## config.mk

```make
export PLATFORM = sky130hd
export DESIGN_NAME = delay_sweep_ctrl
export DESIGN_NICKNAME = d
export VERILOG_FILES = /design/src/rtl/delay_sweep_ctrl.sv
export SDC_FILE = /design/constraint.sdc
export NUM_CORES = 1
export LEC_CHECK = 0
export BUFFER_PORTS_ARGS = -buffer_cell sky130_fd_sc_hd__buf_4
export CAP_MARGIN = 40
export CORE_MARGIN = 2
export CORE_UTILIZATION = 45
export CTS_CLUSTER_DIAMETER = 100
export DETAILED_ROUTE_END_ITERATION = 7
export PLACE_DENSITY = 0.76
export SLEW_MARGIN = 40
export SYNTH_ARGS = -nofsm -noshare
export SYNTH_HDL_FRONTEND = slang
export SYNTH_SLANG_ARGS = --single-unit
```

## constraint.sdc

```tcl
create_clock -name clk -period 6.1 [get_ports clk]
set_input_delay 1.22 -clock clk [delete_from_list [all_inputs] [get_ports clk]]
set_output_delay 1.22 -clock clk [all_outputs]
set_load 0.02 [all_outputs]
```

## src/rtl/delay_sweep_ctrl.sv

```systemverilog
module delay_sweep_ctrl #(
  parameter int CODE_W  = 10,
  parameter int SETTLE  = 4,
  parameter int CAPTURE = 3
) (
  input  logic              clk,
  input  logic              rst_n,
  input  logic              start_i,
  input  logic              sample_i,
  output logic [CODE_W-1:0] code_o,
  output logic              load_n_o,
  output logic              ref_min_o,
  output logic              launch_o,
  output logic              done_o,
  output logic [CODE_W-1:0] result_o,
  output logic              range_err_o
);
  localparam int MAXW  = (SETTLE > CAPTURE) ? SETTLE : CAPTURE;
  localparam int CNT_W = $clog2(MAXW + 1);
  localparam logic [CODE_W-1:0] ONE = 1;
  localparam logic [CODE_W-1:0] TOP = ONE << (CODE_W - 1);

  typedef enum logic [2:0] {IDLE, LOAD, LOCK, FIRE, CAPT} st_t;
  typedef enum logic [1:0] {P_SAR, P_LOW, P_HIGH} ph_t;

  st_t               state;
  ph_t               phase;
  logic [CNT_W-1:0]  cnt;
  logic [CODE_W-1:0] mask;

  wire               decide  = (state == CAPT) && (cnt == '0);
  wire [CODE_W-1:0]  settled = sample_i ? (code_o & ~mask) : code_o;

  always_ff @(posedge clk or negedge rst_n) begin
    if (!rst_n) begin
      state       <= IDLE;
      phase       <= P_SAR;
      cnt         <= '0;
      mask        <= '0;
      code_o      <= '0;
      load_n_o    <= 1'b1;
      ref_min_o   <= 1'b0;
      launch_o    <= 1'b0;
      done_o      <= 1'b0;
      result_o    <= '0;
      range_err_o <= 1'b0;
    end else begin
      done_o <= 1'b0;
      case (state)
        IDLE: if (start_i) begin
          state     <= LOAD;
          phase     <= P_SAR;
          mask      <= TOP;
          code_o    <= TOP;
          load_n_o  <= 1'b0;
          ref_min_o <= 1'b1;
        end
        LOAD: begin
          load_n_o <= 1'b1;
          cnt      <= CNT_W'(SETTLE - 1);
          state    <= LOCK;
        end
        LOCK: begin
          if (cnt == '0) begin
            launch_o <= 1'b1;
            state    <= FIRE;
          end else cnt <= cnt - 1'b1;
        end
        FIRE: begin
          launch_o <= 1'b0;
          cnt      <= CNT_W'(CAPTURE - 1);
          state    <= CAPT;
        end
        CAPT: begin
          if (!decide) cnt <= cnt - 1'b1;
          else begin
            case (phase)
              P_SAR: begin
                state    <= LOAD;
                load_n_o <= 1'b0;
                if (mask[0]) begin
                  phase  <= P_LOW;
                  code_o <= settled;
                end else begin
                  code_o <= settled | (mask >> 1);
                  mask   <= mask >> 1;
                end
              end
              P_LOW: begin
                if (sample_i || (&code_o)) begin
                  state       <= IDLE;
                  done_o      <= 1'b1;
                  ref_min_o   <= 1'b0;
                  result_o    <= code_o;
                  range_err_o <= 1'b1;
                end else begin
                  phase    <= P_HIGH;
                  code_o   <= code_o + ONE;
                  state    <= LOAD;
                  load_n_o <= 1'b0;
                end
              end
              default: begin
                state       <= IDLE;
                done_o      <= 1'b1;
                ref_min_o   <= 1'b0;
                result_o    <= sample_i ? code_o : code_o - ONE;
                range_err_o <= !sample_i;
              end
            endcase
          end
        end
        default: state <= IDLE;
      endcase
    end
  end
endmodule

```

; ---- Word-level counts from Yosys, hierarchy flattened
; Index checks and enable logic that the tools add are counted.
[word_totals]
register_bits = 43
inputBits = 4
output_inout_bits = 25
wordCells = 105
[classes]
addsub = 3
n_eq_ne = 18
muxes = 47
bitwise_logic = 4
reduce_logical = 21
[op_table]
columns = op, count
row1 = two-way mux 10 bit, 10
row2 = one-hot mux 10 bit (2 select lines), 4
row3 = AND reduction 5 bit, 4
row4 = != test 2 bit (second input constant), 8
row5 = two-way mux 3 bit, 5
row6 = one-hot mux 3 bit (5 select lines), 1
row7 = one-hot mux 1 bit (2 select lines), 7
row8 = two-way mux 1 bit, 12
row9 = one-hot mux 3 bit (4 select lines), 1
row10 = adder 10 x 1 -> 10 bit (second input constant), 1
row11 = bitwise AND 10 bit, 1
row12 = inverter 10 bit, 1
row13 = bitwise OR 10 x 9 -> 10 bit, 1
row14 = AND reduction 10 bit, 1
row15 = subtractor 10 x 1 -> 10 bit (second input constant), 1
row16 = != test 3 bit (second input constant), 3
row17 = two-way mux 2 bit, 4
row18 = one-hot mux 2 bit (2 select lines), 2
row19 = AND reduction 4 bit, 2
row20 = equality test 3 x 2 -> 1 bit (second input constant), 2
row21 = logical NOT 3 bit, 2
row22 = AND reduction 3 bit, 2
row23 = AND reduction 6 bit, 1
row24 = nonzero test 2 bit, 2
row25 = other kinds (15), 15

; ---- Depth between registers and ports, before layout
[logic_depth]
word_depth = 8
depth_mapped = 8
depth_no_buf = 7

; ---- Worst setup path after synthesis
; OpenSTA, ideal clock, no wires.
[synth_timing]
path_type = input port to flip-flop
start = input port sample_i
end = register code_o[1]
setup_time_ns = 0.076
arrival_ns = 2.422
t_required_ns = 6.024
slack_ns = 3.602
stages = 6
n_path_buf = 1
cell_sequence = clkbuf_1 inv_1 o41a_1 o21ai_2 or4_1 o21ai_1
[synth_via]
elab_chain_len = 6
elab_cells_between_ends = 9
classes_between = eq/ne (1) / mux (5) / bitwise (1) / reduce/logical (2)
[synth_lines]
columns = element, line_no
row1 = start: declaration, 9  ; input logic sample_i,
row2 = two-way mux 10 bit, 32  ; wire [CODE_W-1:0] settled = sample_i ? (code_o & ~mask) : code_o;
row3 = bitwise OR 10 x 9 -> 10 bit, 85  ; code_o <= settled | (mask >> 1);
row4 = two-way mux 10 bit, 81  ; if (mask[0]) begin
row5 = one-hot mux 10 bit (2 select lines), 77  ; case (phase)
row6 = two-way mux 10 bit, 75  ; if (!decide) cnt <= cnt - 1'b1;
row7 = one-hot mux 10 bit (2 select lines), 49  ; case (state)
row8 = end signal: assignment, 83  ; code_o <= settled;
row9 = end signal: assignment, 85
row10 = end signal: assignment, 98  ; code_o <= code_o + ONE;
row11 = end: declaration, 10  ; output logic [CODE_W-1:0] code_o,
; Parallel ways exist; a longest one is shown, timed or not. The select of a mux whose other input is x is not followed.
; A chain may end at the register's enable or synchronous reset.

; ---- Worst setup path in the final report
[layout_timing]
start = register code_o[0]
end = register result_o[4]
[layout_via]
elab_chain_len = 4
elab_cells_between_ends = 7
classes_between = add/sub (1) / eq/ne (1) / mux (2) / reduce/logical (3)
[layout_lines]
columns = element, line_no
row1 = branches (longest 4 deep; another with subtractor 10 x 1 -> 10 bit), -
row2 = end signal: assignment, 94  ; result_o <= code_o;
row3 = end signal: assignment, 107  ; result_o <= sample_i ? code_o : code_o - ONE;
row4 = end: declaration, 15  ; output logic [CODE_W-1:0] result_o,
; Several ways; the timed one is not identified.

==> results.md <==
- Run status: completed
- CTS tree: yes
- Crit path required time: between 6 and 7 ns
- Clk pin slew, worst setup/hold paths: around 0.08 ns
- Unrepaired setup endpoints after global routing: false
- Core area: around 0.0055 sq mm
- Clk sinks: 43
- Worst Skew: roughly 0.0044 ns
- Maximum clock insertion buffer count: 2
- Worst hold path class: reg -> reg
- Post-synth EDFFs: 0
- Worst Setup End Kind: flip-flop
- Site Rows: 27
- Initial Util: 0.4677
- Critical Path Stages: 6
- Predominant post-synthesis flop cell: dfrtp_1
- Remaining global-route overflow: 0
- Worst slew margin: 0.5574
- Delay-heaviest family, CP: flip-flops
- Sequential Power Share: 0.434
- Hpwl dp: between 4000 and 5000 microns
- Drt total wl: ~5800 microns
- Switching share of power: 0.3912
- Critical-path cell list: ha_1 > nand2_4 > o41ai_1 > nand4_2 > inv_2 > mux2_2
- Clk Tree Root Cell: clkbuf_8
- Post-route ant nets: 0
- Routed WL per cell: 14.75 microns
- Chip width: 79.89 microns
- Port bufs: 28
- Final Hold Fails: 0
- First-pass GRT wire length: around 9500 microns
- CTS Buf Count: 5
- Mapped cell area: 0.002591 sq mm
- Period utilization: 0.4228
- Total die area: between 0.006 and 0.007 sq mm
- Reg2Reg Depth: 6
- Final worst slack: around 3.5 ns
- Synthesized area per cell: ~8.5 sq um
- Cells after synthesis: approximately 310
- TritonRoute pass-1 iters: 5
- Internal: around 0.00058 W
- Detailed-route DRC error count: 0
- CTS H-tree depth: 2
- Largest net degree at the start of global routing: 44
- Synth top cells by count: nand2_1, dfrtp_1, o21ai_0
- Crit-path max FO: 19
- Register area share after synthesis: 0.4157
- Antenna cells: 0
- Routability Congestion: 0.8650
- Hold Crit Depth: 2
- Vias in the first global route: between 2000 and 2500
- Clock Latency Late Sink: around 0.29 ns
- Num ports: 29
- Buf+Inv Stages, Crit Path: 1
- # Post-CTS Setup Buffers: 0
- Layout Area Growth over Synthesis: 11.35%
- # nets final: between 300 and 400
- Initial detailed-routing violation count: roughly 300
- Ys async rst share: 1.000
- TNS Setup: 0 ns
- Peak VDD IR: approximately 0.14 mV
- Crit path time final: around 2.6 ns
- Pleak: ~1.3 nW
- Clock power frac: 0.207
- Fmax: 0.3877 GHz
- Gr usage total: 0.1877
- Least-Margin Pin Slew: approximately 0.66 ns
- Share of cells above drive strength 1: 0.1625
- Sw Pwr: roughly 0.00037 W
- Combinational power share: 0.359
- # hold bufs at CTS: 0
- DIE HEIGHT: between 70 and 80 microns
- Placed cell count: between 300 and 400
- Yosys cell types: 60
- Vias/cell: between 5 and 6
- Antenna violations before repair: 0
- Final core utilization: 0.5208
- WP data arrival: between 2 and 3 ns
- Synth top area share: 0.4056
- CP Class: reg -> reg
- Non-Filler Instances: between 300 and 400
- Synth warn: 0
- Synth area leaders: dfrtp_1, nand2_1, o21ai_0
- Area leader, netlist: dfrtp_1
- Total power: between 0.0009 and 0.001 W
- Most common cell in the synthesized netlist: nand2_1
- Place WS: roughly 3.4 ns
- Power Density: roughly 330 mW/mm^2
- DR vias: roughly 2300
- Max-cap violations: 0
- #FFs+latches synth: 43
- Slew Viols, Final: 0
- Largest stage delay on the critical path: around 0.53 ns
- Worst Setup Start Kind: flip-flop
- Endpoints failing setup: 0
- Slowest-stage cell, CP: dfrtp_1
- Post_cts resized: 0
- Syn Nets: approximately 310
final cells by class:
type	instances	area, sq um
clock buffer	8	100.1
fill	529	2655
inverter	13	48.80
multi-input combinational	228	1359
sequential	43	1077
tap	72	90.09
timing repair buffer	28	210.2
per-layer routing:
| metal | vias to the layer above | share of wire | GRT usage |
|---|---|---|---|
| met5 | - | 0 | 0 |
| met4 | 0 | 0.015 | 0.06102 |
| met3 | 9 | 0.065 | 0.03959 |
| met2 | 72 | 0.46 | 0.3042 |
| met1 | 1074 | 0.46 | 0.2500 |
| li1 | 1114 | - | - |
layout by cell type, fill, tap and decap left out, types with 4 or more instances in the layout:
cell type / synthesis / layout
a21oi_1: 19 / 19
a31oi_1: 6 / 6
and3_1: 4 / 4
buf_4: 2 / 28
clkbuf_8: 0 / 7
dfrtp_1: 42 / 42
ha_1: 4 / 4
inv_1: 12 / 12
nand2_1: 52 / 52
nand3_1: 7 / 7
nor2_1: 24 / 24
nor3_1: 8 / 8
o21ai_0: 31 / 31
xnor2_1: 8 / 8
tightest hold or removal path: cells and delay by family, from the launching register on:
kind	cells	cell delay (ns)
simple gates	1	0.05
flops	1	0.35
compound gates	1	0.06
power groups by stage:
stage,clock network (W),logic [W],registers (W)
CTS,0.000203,0.000338,0.000409
global route,0.000215,0.000379,0.000421
floorplan,0,0.000271,0.000395
finish,0.000196,0.000339,0.000411
global placement,0,0.000329,0.000412
detailed placement,0,0.000336,0.000415
through the flow:
step	area (sq um)	hold WS, ns
2_1_floorplan	2591	0.4854
3_5_place_dp	2785	0.4732
5_1_grt	2885	0.5267
3_3_place_gp	2779	0.4660
6_report	2885	0.4879
4_1_cts	2885	0.4912
worst paths after layout:
kind | slack, ns | start | to
hold reg to reg | 0.49 | result_o[7] | result_o[7]
max in group asynchronous | 4.82 | rst_n | load_n_o
hold / removal | 0.49 | result_o[7] | result_o[7]
setup / recovery | 3.52 | code_o[0] | result_o[4]
min in group asynchronous | 0.90 | rst_n | cnt[2]
setup reg to reg | 3.52 | code_o[0] | result_o[4]
state kept, by name (all words and copies together) (netlist names):
register	flops
launch_o	1
load_n_o	1
mask	10
code_o	10
ref_min_o	1
phase	2
range_err_o	1
state	3
cnt	3
result_o	10
done_o	1
logic make-up (layout without fill, tap and decap cells):
| logic type | count (synthesis) | after routing | synth area share |
|---|---|---|---|
| adder cells (fa/ha/maj) | 5 | 5 | 0.02318 |
| flip-flops | 43 | 43 | 0.4157 |
| XOR/XNOR | 11 | 11 | 0.03718 |
| buffers and inverters | 34 | 49 | 0.06228 |
| AO/OA/AOI/OAI | 87 | 87 | 0.2168 |
| AND/OR/NAND/NOR | 123 | 123 | 0.2361 |
| multiplexers | 2 | 2 | 0.008691 |
(Power assumes the default switching activity.)
